**config.mk**
```make
export PLATFORM = sky130hd
export DESIGN_NAME = spi_cs_sequencer
export DESIGN_NICKNAME = d
export VERILOG_FILES = /design/src/rtl/spi_cs_seq_pkg.sv /design/src/rtl/spi_cs_seq_regs.sv /design/src/rtl/spi_cs_seq_fsm.sv /design/src/rtl/spi_cs_seq_drive.sv /design/src/rtl/spi_cs_sequencer.sv
export SDC_FILE = /design/constraint.sdc
export NUM_CORES = 1
export LEC_CHECK = 0
export BUFFER_PORTS_ARGS = -buffer_cell sky130_fd_sc_hd__clkbuf_2
export CAP_MARGIN = 20
export CORE_ASPECT_RATIO = 1.4
export CORE_UTILIZATION = 41
export DETAILED_ROUTE_END_ITERATION = 10
export PLACE_DENSITY_LB_ADDON = 0.25
export SLEW_MARGIN = 20
export SYNTH_ARGS = -nofsm -noshare
export SYNTH_HDL_FRONTEND = slang
export SYNTH_SLANG_ARGS = --single-unit
```
**constraint.sdc**
```tcl
create_clock -name clk -period 2.6 [get_ports clk]
set_input_delay 0.78 -clock clk [delete_from_list [all_inputs] [get_ports clk]]
set_output_delay 0.78 -clock clk [all_outputs]
set_load 0.01 [all_outputs]
```
**src/rtl/spi_cs_seq_pkg.sv**
```systemverilog
package spi_cs_seq_pkg;
    localparam int MAX_LINES = 32;
    localparam int IDX_W     = 5;
    localparam int REG_W     = 32;
    localparam int ADDR_W    = 3;
    localparam int HI_LSB    = 16;

    localparam logic [ADDR_W-1:0] A_SELECT  = 3'd0;
    localparam logic [ADDR_W-1:0] A_IDLELVL = 3'd1;
    localparam logic [ADDR_W-1:0] A_MODE    = 3'd2;
    localparam logic [ADDR_W-1:0] A_EDGEDLY = 3'd3;
    localparam logic [ADDR_W-1:0] A_SPACING = 3'd4;

    typedef enum logic [1:0] {
        CSM_AUTO = 2'd0,
        CSM_RSVD = 2'd1,
        CSM_HOLD = 2'd2,
        CSM_OFF  = 2'd3
    } cs_mode_e;

    typedef enum logic [2:0] {
        ST_IDLE,
        ST_LEAD,
        ST_XFER,
        ST_TRAIL,
        ST_GAP,
        ST_HELD,
        ST_RELEASE
    } seq_state_e;
endpackage

```
**src/rtl/spi_cs_seq_regs.sv**
```systemverilog
module spi_cs_seq_regs
    import spi_cs_seq_pkg::*;
#(
    parameter int NUM_LINES = 4,
    parameter int DLY_W     = 8
) (
    input  logic                  clk,
    input  logic                  rst_n,
    input  logic                  we,
    input  logic [ADDR_W-1:0]     addr,
    input  logic [REG_W-1:0]      wdata,
    output logic [REG_W-1:0]      rdata,
    output logic [IDX_W-1:0]      sel,
    output logic [NUM_LINES-1:0]  idle_lvl,
    output cs_mode_e              mode,
    output logic [DLY_W-1:0]      lead,
    output logic [DLY_W-1:0]      trail,
    output logic [DLY_W-1:0]      inact,
    output logic [DLY_W-1:0]      gap
);
    typedef struct packed {
        logic [IDX_W-1:0]     sel;
        logic [NUM_LINES-1:0] lvl;
        cs_mode_e             mode;
        logic [DLY_W-1:0]     lead;
        logic [DLY_W-1:0]     trail;
        logic [DLY_W-1:0]     inact;
        logic [DLY_W-1:0]     gap;
    } cfg_t;

    cfg_t cfg_d, cfg_q;

    always_comb begin
        cfg_d = cfg_q;
        if (we) begin
            unique case (addr)
                A_SELECT:  cfg_d.sel  = wdata[IDX_W-1:0];
                A_IDLELVL: cfg_d.lvl  = wdata[NUM_LINES-1:0];
                A_MODE:    cfg_d.mode = cs_mode_e'(wdata[1:0]);
                A_EDGEDLY: begin
                    cfg_d.lead  = wdata[DLY_W-1:0];
                    cfg_d.trail = wdata[HI_LSB +: DLY_W];
                end
                A_SPACING: begin
                    cfg_d.inact = wdata[DLY_W-1:0];
                    cfg_d.gap   = wdata[HI_LSB +: DLY_W];
                end
                default: ;
            endcase
        end
    end

    always_ff @(posedge clk or negedge rst_n) begin
        if (!rst_n) begin
            cfg_q.sel   <= '0;
            cfg_q.lvl   <= '1;
            cfg_q.mode  <= CSM_AUTO;
            cfg_q.lead  <= DLY_W'(1);
            cfg_q.trail <= DLY_W'(1);
            cfg_q.inact <= DLY_W'(1);
            cfg_q.gap   <= '0;
        end else begin
            cfg_q <= cfg_d;
        end
    end

    always_comb begin
        rdata = '0;
        unique case (addr)
            A_SELECT:  rdata = REG_W'(cfg_q.sel);
            A_IDLELVL: rdata = REG_W'(cfg_q.lvl);
            A_MODE:    rdata = REG_W'(cfg_q.mode);
            A_EDGEDLY: begin
                rdata[DLY_W-1:0]       = cfg_q.lead;
                rdata[HI_LSB +: DLY_W] = cfg_q.trail;
            end
            A_SPACING: begin
                rdata[DLY_W-1:0]       = cfg_q.inact;
                rdata[HI_LSB +: DLY_W] = cfg_q.gap;
            end
            default: rdata = '0;
        endcase
    end

    assign sel      = cfg_q.sel;
    assign idle_lvl = cfg_q.lvl;
    assign mode     = cfg_q.mode;
    assign lead     = cfg_q.lead;
    assign trail    = cfg_q.trail;
    assign inact    = cfg_q.inact;
    assign gap      = cfg_q.gap;

    generate
        if (NUM_LINES < REG_W) begin : g_unimpl_chk
            AST_UNIMPL_READS_ZERO: assert property (@(posedge clk) disable iff (!rst_n)
                (addr == A_IDLELVL) |-> (rdata[REG_W-1:NUM_LINES] == '0));
        end
    endgenerate
endmodule

```
**src/rtl/spi_cs_seq_fsm.sv**
```systemverilog
module spi_cs_seq_fsm
    import spi_cs_seq_pkg::*;
#(
    parameter int DLY_W = 8
) (
    input  logic              clk,
    input  logic              rst_n,
    input  logic              tick,
    input  logic              req,
    input  logic              done,
    input  cs_mode_e          mode,
    input  logic [IDX_W-1:0]  sel,
    input  logic [DLY_W-1:0]  lead,
    input  logic [DLY_W-1:0]  trail,
    input  logic [DLY_W-1:0]  inact,
    input  logic [DLY_W-1:0]  gap,
    output logic              go,
    output logic              seq_on,
    output logic [IDX_W-1:0]  act_sel
);
    typedef struct packed {
        seq_state_e       st;
        logic [DLY_W-1:0] cnt;
        logic [IDX_W-1:0] asel;
    } seq_t;

    seq_t s_d, s_q;
    logic expired;
    logic count_down;

    always_comb begin
        s_d        = s_q;
        expired    = (s_q.cnt == '0);
        count_down = 1'b0;
        unique case (s_q.st)
            ST_IDLE: begin
                if (req) begin
                    s_d.st   = ST_LEAD;
                    s_d.cnt  = lead;
                    s_d.asel = sel;
                end
            end
            ST_LEAD: begin
                if (expired) s_d.st = ST_XFER;
                else         count_down = 1'b1;
            end
            ST_XFER: begin
                if (done) begin
                    s_d.st  = ST_TRAIL;
                    s_d.cnt = trail;
                end
            end
            ST_TRAIL: begin
                if (expired) begin
                    if (mode == CSM_HOLD) begin
                        s_d.st  = ST_GAP;
                        s_d.cnt = gap;
                    end else begin
                        s_d.st  = ST_RELEASE;
                        s_d.cnt = inact;
                    end
                end else begin
                    count_down = 1'b1;
                end
            end
            ST_GAP: begin
                if (expired) s_d.st = ST_HELD;
                else         count_down = 1'b1;
            end
            ST_HELD: begin
                if ((mode != CSM_HOLD) || (sel != s_q.asel)) begin
                    s_d.st  = ST_RELEASE;
                    s_d.cnt = inact;
                end else if (req) begin
                    s_d.st = ST_XFER;
                end
            end
            ST_RELEASE: begin
                if (expired) s_d.st = ST_IDLE;
                else         count_down = 1'b1;
            end
            default: s_d.st = ST_IDLE;
        endcase
        if (count_down && tick) s_d.cnt = s_q.cnt - DLY_W'(1);
    end

    always_ff @(posedge clk or negedge rst_n) begin
        if (!rst_n) begin
            s_q.st   <= ST_IDLE;
            s_q.cnt  <= '0;
            s_q.asel <= '0;
        end else begin
            s_q <= s_d;
        end
    end

    assign go      = (s_q.st == ST_XFER);
    assign seq_on  = (s_q.st == ST_LEAD) || (s_q.st == ST_XFER) || (s_q.st == ST_TRAIL)
                   || (s_q.st == ST_GAP) || (s_q.st == ST_HELD);
    assign act_sel = s_q.asel;

    AST_GO_AFTER_SELECT: assert property (@(posedge clk) disable iff (!rst_n)
        $rose(go) |-> $past(seq_on));
    AST_DELAY_NEEDS_TICK: assert property (@(posedge clk) disable iff (!rst_n)
        (s_q.st == ST_LEAD && !tick && s_q.cnt != '0) |=> (s_q.st == ST_LEAD));
    AST_DONE_CLOSES_GO: assert property (@(posedge clk) disable iff (!rst_n)
        (go && done) |=> !go);
    AST_INDEX_STABLE: assert property (@(posedge clk) disable iff (!rst_n)
        (go && $past(go)) |-> $stable(act_sel));
endmodule

```
**src/rtl/spi_cs_seq_drive.sv**
```systemverilog
module spi_cs_seq_drive
    import spi_cs_seq_pkg::*;
#(
    parameter int NUM_LINES = 4
) (
    input  logic                  clk,
    input  logic                  rst_n,
    input  logic                  en,
    input  logic [IDX_W-1:0]      act_sel,
    input  logic [NUM_LINES-1:0]  idle_lvl,
    output logic [NUM_LINES-1:0]  cs_lines
);
    generate
        for (genvar i = 0; i < NUM_LINES; i++) begin : g_line
            assign cs_lines[i] = idle_lvl[i] ^ (en && (act_sel == IDX_W'(i)));
        end
    endgenerate

    AST_ONE_LINE_ACTIVE: assert property (@(posedge clk) disable iff (!rst_n)
        $onehot0(cs_lines ^ idle_lvl));
endmodule

```
**src/rtl/spi_cs_sequencer.sv**
```systemverilog
module spi_cs_sequencer
    import spi_cs_seq_pkg::*;
#(
    parameter int NUM_LINES = 4,
    parameter int DLY_W     = 8
) (
    input  logic                  clk,
    input  logic                  rst_n,
    input  logic                  cfg_we,
    input  logic [2:0]            cfg_addr,
    input  logic [31:0]           cfg_wdata,
    output logic [31:0]           cfg_rdata,
    input  logic                  sclk_tick,
    input  logic                  frame_req,
    input  logic                  frame_done,
    output logic                  frame_go,
    output logic [NUM_LINES-1:0]  cs_lines
);
    logic [IDX_W-1:0]     sel;
    logic [NUM_LINES-1:0] idle_lvl;
    cs_mode_e             mode;
    logic [DLY_W-1:0]     lead, trail, inact, gap;
    logic                 seq_on;
    logic [IDX_W-1:0]     act_sel;
    logic                 drive_en;

    spi_cs_seq_regs #(.NUM_LINES(NUM_LINES), .DLY_W(DLY_W)) u_regs (
        .clk(clk), .rst_n(rst_n), .we(cfg_we), .addr(cfg_addr), .wdata(cfg_wdata),
        .rdata(cfg_rdata), .sel(sel), .idle_lvl(idle_lvl), .mode(mode),
        .lead(lead), .trail(trail), .inact(inact), .gap(gap)
    );

    spi_cs_seq_fsm #(.DLY_W(DLY_W)) u_fsm (
        .clk(clk), .rst_n(rst_n), .tick(sclk_tick), .req(frame_req), .done(frame_done),
        .mode(mode), .sel(sel), .lead(lead), .trail(trail), .inact(inact), .gap(gap),
        .go(frame_go), .seq_on(seq_on), .act_sel(act_sel)
    );

    assign drive_en = seq_on && (mode != CSM_OFF);

    spi_cs_seq_drive #(.NUM_LINES(NUM_LINES)) u_drive (
        .clk(clk), .rst_n(rst_n), .en(drive_en), .act_sel(act_sel),
        .idle_lvl(idle_lvl), .cs_lines(cs_lines)
    );

    AST_OFF_STAYS_IDLE: assert property (@(posedge clk) disable iff (!rst_n)
        (mode == CSM_OFF) |-> (cs_lines == idle_lvl));
    AST_GO_HAS_SELECT: assert property (@(posedge clk) disable iff (!rst_n)
        (frame_go && mode != CSM_OFF && act_sel < IDX_W'(NUM_LINES)) |-> (cs_lines != idle_lvl));
endmodule

```
* Word level (Yosys, flattened, before mapping)
Cells that the tools add are included.
** Word-level totals
- Bits in registers :: 59
- Memory bits (read-only) :: 0
- Memories :: 0
- Bits in latches :: 0
- Output and inout port bits :: 37
- Bits in writable memories :: 0
** Operators by class
- Reduce and logical (&&, ||, !) cells :: 25
- Div/mod/pow operators :: 0
- Bitwise operators :: 4
- Mux-type cells :: 17
- Shift-type cells :: 0
- Magnitude comparators :: 0
- Add/sub/neg operators :: 1
- Multipliers :: 0
- Equality and inequality tests :: 28
** Operators with widths (count)
- one-hot mux 8 bit (5 select lines) :: 1
- one-hot mux 8 bit (4 select lines) :: 1
- two-way mux 11 bit :: 2
- one-hot mux 3 bit (7 select lines) :: 1
- two-way mux 16 bit :: 1
- two-way mux 8 bit :: 2
- one-hot mux 8 bit (2 select lines) :: 1
- two-way mux 3 bit :: 5
- == test 3 x 2 -> 1 bit (second input constant) :: 4
- == test 3 bit (second input constant) :: 4
- AND reduction 2 bit :: 6
- == test 5 x 2 -> 1 bit (second input constant) :: 2
- two-way mux 10 bit :: 1
- inequality test 3 x 2 -> 1 bit (second input constant) :: 3
- zero test 8 bit :: 1
- inequality test 2 x 1 -> 1 bit (second input constant) :: 4
- inequality test 2 bit (second input constant) :: 4
- subtractor 8 x 1 -> 8 bit (second input constant) :: 1
- AND reduction 7 bit :: 1
- == test 3 x 1 -> 1 bit (second input constant) :: 2
- logical AND 1 bit :: 6
- zero test 3 bit :: 2
- inequality test 3 x 1 -> 1 bit (second input constant) :: 2
- == test 5 x 1 -> 1 bit (second input constant) :: 1
- 9 further kinds :: 17

* Depth between registers and ports, before layout
Gate-level depths: netlist (run 1).
- Depth after elaboration :: 8
- Depth in mapped cells :: 9

* Cells and area by module
Synthesis (run 1) repeated with hierarchy kept, for this count alone.
** Unflattened totals
- Cells, all modules :: 335
- Area, all modules :: 3642.2 um^2
** Modules (own cells, without submodules)
- spi_cs_seq_regs :: cells an instance 153, sequential area each 1084.8 um^2, area an instance 2082.0 um^2, instances 1
- spi_cs_seq_fsm :: cells an instance 171, sequential area each 400.4 um^2, area an instance 1462.7 um^2, instances 1
- spi_cs_seq_drive :: cells an instance 10, sequential area each 0.0 um^2, area an instance 86.3 um^2, instances 1
- spi_cs_sequencer :: cells an instance 1, sequential area each 0.0 um^2, area an instance 11.3 um^2, instances 1

* Worst setup path before layout (run 1)
No wires, ideal clock.
- Path type :: in2out
- Start point :: in cfg_addr[0]
- End point :: out cfg_rdata[16]
- Buffers on the path :: 2
- Arrival :: 1.759 ns
- Setup slack :: 0.061 ns
- Stages :: 5
- Path through :: buf_2 nand2_1 nor2_1 clkbuf_1 a22o_1
** Between the ends
- Longest elaborated chain between the ends :: 2
- Elaborated cells on any way between the ends :: 3
- Classes of those cells :: 2 x eq/ne; 1 x mux
** Ends and longest elaborated chain
- start: declaration :: RTL line spi_cs_sequencer.sv:10 : input logic [2:0] cfg_addr,
- == test 3 bit or == test 3 x 2 -> 1 bit (tied branches) :: RTL line spi_cs_seq_regs.sv:69 : unique case (addr)
- one-hot mux 8 bit (2 select lines) (*) :: RTL line spi_cs_seq_regs.sv:69
- end: declaration :: RTL line spi_cs_sequencer.sv:12 : output logic [31:0] cfg_rdata,
Mark *: on every way between the ends. The rest lies on a longest branch, timed or not.

* Final worst setup path (run 1)
- Start point :: in cfg_addr[0]
- End point :: out cfg_rdata[23]
Same word-level chain as after synthesis.

==> flow_metrics.tcl, run 1 <==
set metrics [dict create \
    critical_path.max_fanout 11 \
    initial_core_util_pct 42.4 \
    via_per_inst 5.62 \
    syn-instance-count 332 \
    power_density_mw_per_mm2 882 \
    yosysUniqueCellTypes 58 \
    cp-end-kind "output port" \
    outcome "finished clean" \
    finalSetupViolCount 0 \
    fin_nets 427 \
    ys_seq_elements 59 \
    async_reset_ff_share_pct 100 \
    clkSinkCount 59 \
    totalWireLength_um 8500 \
    dp_worst_setup_slack_ns 0.0379 \
    grt_pass1_vias 2830 \
    slew-limit-headroom_pct 44.8 \
    fin_ws_ns 0.0809 \
    p_leak_uw 0.00181 \
    antenna_left 0 \
    ios 78 \
    maxCapViolCount 0 \
    cp_cell_sequence "clkbuf_4 > nor2_1 > and2_1 > buf_4 > a22o_1 > clkbuf_2" \
    hold_buffers 0 \
    crit_type "primary input to output port" \
    drive_gt1_share_pct 33.4 \
    cts_buffer_depth 2 \
    fin_crit_sh_pct 96.9 \
    grt.total_usage_pct 21.7 \
    tightestPinTransition_ns 0.827 \
    cp_data_arrival_time_ns 1.74 \
    h-tree-depth 3 \
    clock_latency_ns 0.33 \
    numPortBuffers 45 \
    hold_viol 0 \
    startpoint "cfg_addr[0]" \
    hp-class "primary input to async pin" \
    grt_antenna_before_repair 0 \
    cts_tree "yes" \
    post-dp-hpwl_um 6240 \
    ys_seq_area_share_pct 42.9 \
    antenna_cells 0 \
    synth_ff_type "dfrtp_1" \
    dieHeight_um 111 \
    cp_data_required_time_ns 1.82 \
    via_count 2757 \
    synthMuxAreaShare_pct 17.8 \
    synth_compound_area_share_pct 16.1 \
    die_w_um 79.6 \
    fin_skew_ns 0.00684 \
    drc_errors 0 \
    startpoint_type "primary input" \
    fin_crit_ns 2.52 \
    grt_max_degree 41 \
    slowest_delay_ns 0.19 \
    drt-initial-drc-count 179 \
    critPathBufInv 3 \
    fmax_mhz 397 \
    fin_util_pct 50.3 \
    synth-simple-area-share_pct 13.2 \
    drv_slew 0 \
    ir_drop_mv 0.578 \
    path_clk_slew_ns 0.05 \
    setup_tns_ns 0 \
    clockRootBuffer "clkbuf_16" \
    synth-adder-area-share_pct 0.724 \
    die-area_sq_mm 0.00881 \
    grt_pass1_wl_um 14300 \
    firstDrtPassIters 5 \
    num-fill-cells 746 \
    synth_edf_count 0 \
    coreArea_sq_mm 0.00815 \
    routedWlPerCell_um 17.3 \
    overflow 0 \
    cts_made_buffers 9 \
    critPathTopFamily "buffers and inverters" \
    rr_startpoint "u_fsm.s_q[15]" \
    critPathSlowestCell "and2_1" \
    synthXorXnorAreaFrac_pct 2.53 \
    syn_area_sq_mm 0.00346 \
    area_growth_pct 18.5 \
    yosysWarnings 0 \
    gp_congestion 0.811 \
    synth_top_family_by_area "multiplexers" \
    postSynthAreaPerCell_sq_um 10.4 \
    rows 39 \
]
## cells in the mapped netlist (2+ instances only)
cell type	count	area (sq um)
xor2_1	3	26.3
nor2_1	19	71.3
dfrtp_1	52	1300
inv_1	3	11.3
clkbuf_1	7	26.3
mux2_1	16	180
a211oi_1	4	30.0
dfstp_2	7	184
nor2_2	2	12.5
o21ai_0	10	50.1
a31oi_1	9	56.3
a22oi_1	5	37.5
a222oi_1	3	30.0
nand4_1	2	12.5
nand2_2	2	12.5
a22o_1	12	105
mux2i_1	3	30.0
nor3_1	5	25.0
a21oi_1	10	50.1
a221o_1	2	20.0
and2_1	2	12.5
nor2b_1	3	18.8
nor3b_1	5	37.5
o21ai_1	4	20.0
nand3_1	3	15.0
xnor2_1	7	61.3
o22ai_1	4	25.0
buf_4	16	120
ha_1	2	25.0
a221oi_1	2	17.5
nand2b_1	3	18.8
and3_1	3	18.8
buf_2	11	55.1
mux2_2	36	405
nand2_1	32	120
## logic make-up after synthesis
logic type | Yosys count
xor gates and xnor gates | 10
and+or+nand+nor | 89
adders and majority gates | 2
AOI/OAI and AO/OA | 77
other | 1
DFF | 59
buffers and inverters | 39
muxes | 55
## sequential cells by signal (all words and copies together), names as in the netlist
| register | cells |
|---|---|
| u_regs.mode | 2 |
| u_regs.inact | 8 |
| u_regs.lead | 8 |
| u_fsm.s_q | 11 |
| u_regs.trail | 8 |
| u_regs.sel | 5 |
| u_fsm.act_sel | 5 |
| u_regs.gap | 8 |
| u_regs.idle_lvl | 4 |
## final cells by class
| cell class | count | area [sq um] | share of cell area [%] |
|---|---|---|---|
| timing repair buffer | 62 | 372 | 9.07 |
| sequential | 59 | 1490 | 36.3 |
| tap | 102 | 128 | 3.11 |
| multi-input combinational | 249 | 1810 | 44.2 |
| inverter | 3 | 11.3 | 0.275 |
| clock buffer | 14 | 254 | 6.20 |
| clock inverter | 2 | 35.0 | 0.855 |
## power by group
part / switching (uW) / leakage [uW] / internal, uW / total [uW]
registers: 278 / 0.000697 / 1170 / 1450
clock network: 400 / 0.000141 / 766 / 1170
logic: 487 / 0.000975 / 507 / 994
## worst reg2reg max path, cell delays in order (launching register included)
cell and delay, ns:
dfrtp_1 0.42, buf_4 0.22, and3b_1 0.50, nor2_1 0.26, a222oi_1 0.37, o22ai_1 0.14
a21o_1 0.16
## stage by stage
step	power, uW	cells	hold slack (ns)	area (sq um)
2_1_floorplan	2100	347	0.473	3510
3_5_place_dp	2410	472	0.509	3770
3_3_place_gp	2380	472	0.498	3770
4_1_cts	3590	488	0.443	4060
5_1_grt	3820	491	0.461	4100
6_report	3610	491	0.421	4100
## worst paths after layout
kind                                         to  slack [ns]  cells after the start
worst max-delay path              cfg_rdata[23]        0.08                      6
worst min-delay path              u_regs.sel[2]        0.42                      1
worst max register to register     u_fsm.s_q[7]        0.42                      6
worst min register to register   u_regs.lead[7]        0.52                      1
max in group asynchronous       u_regs.trail[0]        1.51                      2
min in group clk                 u_regs.lead[7]        0.52                      1
## layer usage
metal	up-vias	global-route usage, %	wire length, um
met3	10	4.86	353
met4	0	8.85	139
li1	1295	-	-
met5	-	0	0
met2	77	35.9	4370
met1	1375	26.7	3640
## layout by cell type, fill, tap and decap left out, drive strengths merged, types with 3 or more instances in the layout
cell type	n
a211oi	4
a21oi	10
a222oi	3
a22o	12
a22oi	5
a31oi	9
and3	3
buf	18
clkbuf	58
conb	16
dfrtp	52
dfstp	7
inv	3
mux2	52
mux2i	3
nand2	34
nand2b	3
nand3	3
nor2	21
nor2b	4
nor3	5
nor3b	5
o21ai	15
o22ai	4
xnor2	7
xor2	3
## what timing repair did
| item | CTS | global route |
|---|---|---|
| endpoints found under the hold margin | 0 | 0 |
| gates resized for setup | 0 | 7 |
| setup endpoints to repair | 0 | 15 |
| setup buffers | 0 | 3 |
Note: power is estimated with default switching activity, not from simulation.
==> run 2: changes to the inputs <==
Clock period 2.6 ns to 2.5 ns, I/O delays scaled along.
==> run 2 against run 1 <==
Sequential share of layout area shrank 0.55 points. Clock power grew 7%. Cell area grew 1.5%. Largest cell class unchanged. Combinational power grew 11%. Non-clock buffer count grew 3. Cell count grew 0.61%. Critical path type is now flip-flop to output port. Global-route usage is essentially flat. Hold slack lost 0.016 ns. Via count grew 1.3%.
==> flow_metrics.tcl, run 2 (synthesis gave the netlist of run 1 again) <==
set metrics [dict create \
    antenna_cells 0 \
    rr_worst_depth 8 \
    die-area_sq_mm 0.00881 \
    antenna_left 0 \
    maxCapViolCount 0 \
    post-dp-hpwl_um 6170 \
    totalWireLength_um 8490 \
    rsz0062_at_grt "yes" \
    hold-worst-slack_ns 0.406 \
    cp-end-kind "output port" \
    h-tree-depth 3 \
    fmax_mhz 401 \
    routedWlPerCell_um 17.2 \
    power.share.sequential_pct 38.8 \
    fin_crit_sh_pct 99.7 \
    largest_register_ffs 11 \
    outcome "finished clean" \
    overflow 0 \
    hold_buffers 0 \
    hp-class "primary input to async pin" \
    grt_pass1_wl_um 14300 \
    p_int_uw 2610 \
    cts_buffer_depth 2 \
    via_count 2792 \
    tightestPinTransition_ns 0.846 \
    path_clk_slew_ns 0.05 \
    drive_gt1_share_pct 36.0 \
    hold_viol 0 \
    fin_skew_ns 0.00393 \
    grt_antenna_before_repair 0 \
    switching_share_pct 32.3 \
    critical_path.max_fanout 14 \
    regArea_sq_mm 0.00149 \
    gp_congestion 0.818 \
    coreArea_sq_mm 0.00815 \
    rows 39 \
    p_comb_share_pct 28.7 \
    drt-initial-drc-count 167 \
    power_density_mw_per_mm2 926 \
    firstDrtPassIters 4 \
    drv_slew 0 \
    final_common_cell "dfrtp_1" \
    fin_util_pct 51.1 \
    slowest_delay_ns 0.42 \
    dieHeight_um 111 \
    clock_latency_ns 0.33 \
    clockRootBuffer "clkbuf_16" \
    fin_nets 430 \
    die_w_um 79.6 \
    clkSinkCount 59 \
    num-fill-cells 749 \
    grt_max_degree 60 \
    ir_drop_mv 0.745 \
    cp_data_required_time_ns 1.75 \
    via_per_inst 5.65 \
    p_leak_uw 0.00185 \
    p_sw_uw 1240 \
    critPathSlowestCell "dfrtp_1" \
    grt_pass1_vias 2858 \
    cts_tree "yes" \
    finalSetupViolCount 0 \
    grt.total_usage_pct 21.6 \
    clkPwrFrac_pct 32.5 \
    top_register "u_fsm.s_q" \
    fin_crit_ns 2.49 \
    multi_input_area_sq_mm 0.00183 \
    cts_made_buffers 9 \
    crit_type "flip-flop to output port" \
    slew-limit-headroom_pct 43.6 \
    drc_errors 0 \
    cp_cell_sequence "buf_6 > o311a_1 > buf_4 > nand3_1 > xnor2_1 > buf_2" \
    cp_data_arrival_time_ns 1.74 \
    startpoint_type "flip-flop" \
    initial_core_util_pct 42.4 \
    layout_common_cells "51 x dfrtp_1, 40 x clkbuf_2, 36 x mux2_2, 32 x nand2_1, 18 x buf_4" \
    area_growth_pct 20.3 \
    setup_tns_ns 0 \
    numPortBuffers 45 \
    ios 78 \
]
run 2: cell count changes in the layout (fill, tap and decap cells not counted), sizes merged:
cell	change
buf	+7
clkbuf	-6
clkinv	+2
run 2: through the flow:
stage | setup slack (ns) | cells | cell area (sq um) | power (uW)
CTS | 0.00211 | 492 | 4130 | 3840
detailed placement | -0.0108 | 474 | 3780 | 2510
global route | -0.0612 | 494 | 4160 | 4080
floorplan | 0.0208 | 347 | 3510 | 2180
global placement | -0.0121 | 474 | 3780 | 2490
finish | 0.00658 | 494 | 4160 | 3850
run 2: layout make-up:
cell class	instances	share of cell area (%)
sequential	59	35.7
multi-input combinational	249	44.0
tap	102	3.07
clock inverter	4	1.17
timing repair buffer	65	9.56
clock buffer	12	6.17
inverter	3	0.271
run 2: repair_timing:
action,in CTS,in global routing
resized for setup,6,10
pin swaps,2,6
setup endpoints to repair,5,7
setup buffers,2,2
run 2: final timing paths:
kind / start / end / slack (ns)
min in group clk: u_regs.lead[7] / u_regs.lead[7] / 0.52
setup reg to reg: u_fsm.s_q[5] / u_fsm.s_q[12] / 0.36
hold / removal: rst_n / u_fsm.act_sel[1] / 0.41
max in group asynchronous: rst_n / u_regs.inact[0] / 1.76
hold reg to reg: u_regs.lead[7] / u_regs.lead[7] / 0.52
setup / recovery: u_fsm.s_q[15] / cs_lines[3] / 0.007
run 2: per-layer routing:
layer  vias to the layer above  GRT usage, %  share of wire [%]
met3                        12          5.51                5.2
met1                      1382          26.3                 42
met5                         -             0                  0
met4                         0          9.09                2.0
met2                        85          35.7                 51
li1                       1313             -                  -
run 2: power by group through the flow:
stage               clock network (uW)  logic (uW)  registers [uW]
finish                            1250        1100            1500
global route                      1320        1220            1540
CTS                               1270        1070            1490
detailed placement                   0        1010            1510
global placement                     0         989            1500
floorplan                            0         772            1410
run 2: worst max-delay path: cells and delay by family, from the launching register on:
family	cells	cell delay (ns)
buf+inv	3	0.46
flops	1	0.42
compound gates	1	0.32
xor+xnor	1	0.12
simple gates	1	0.09
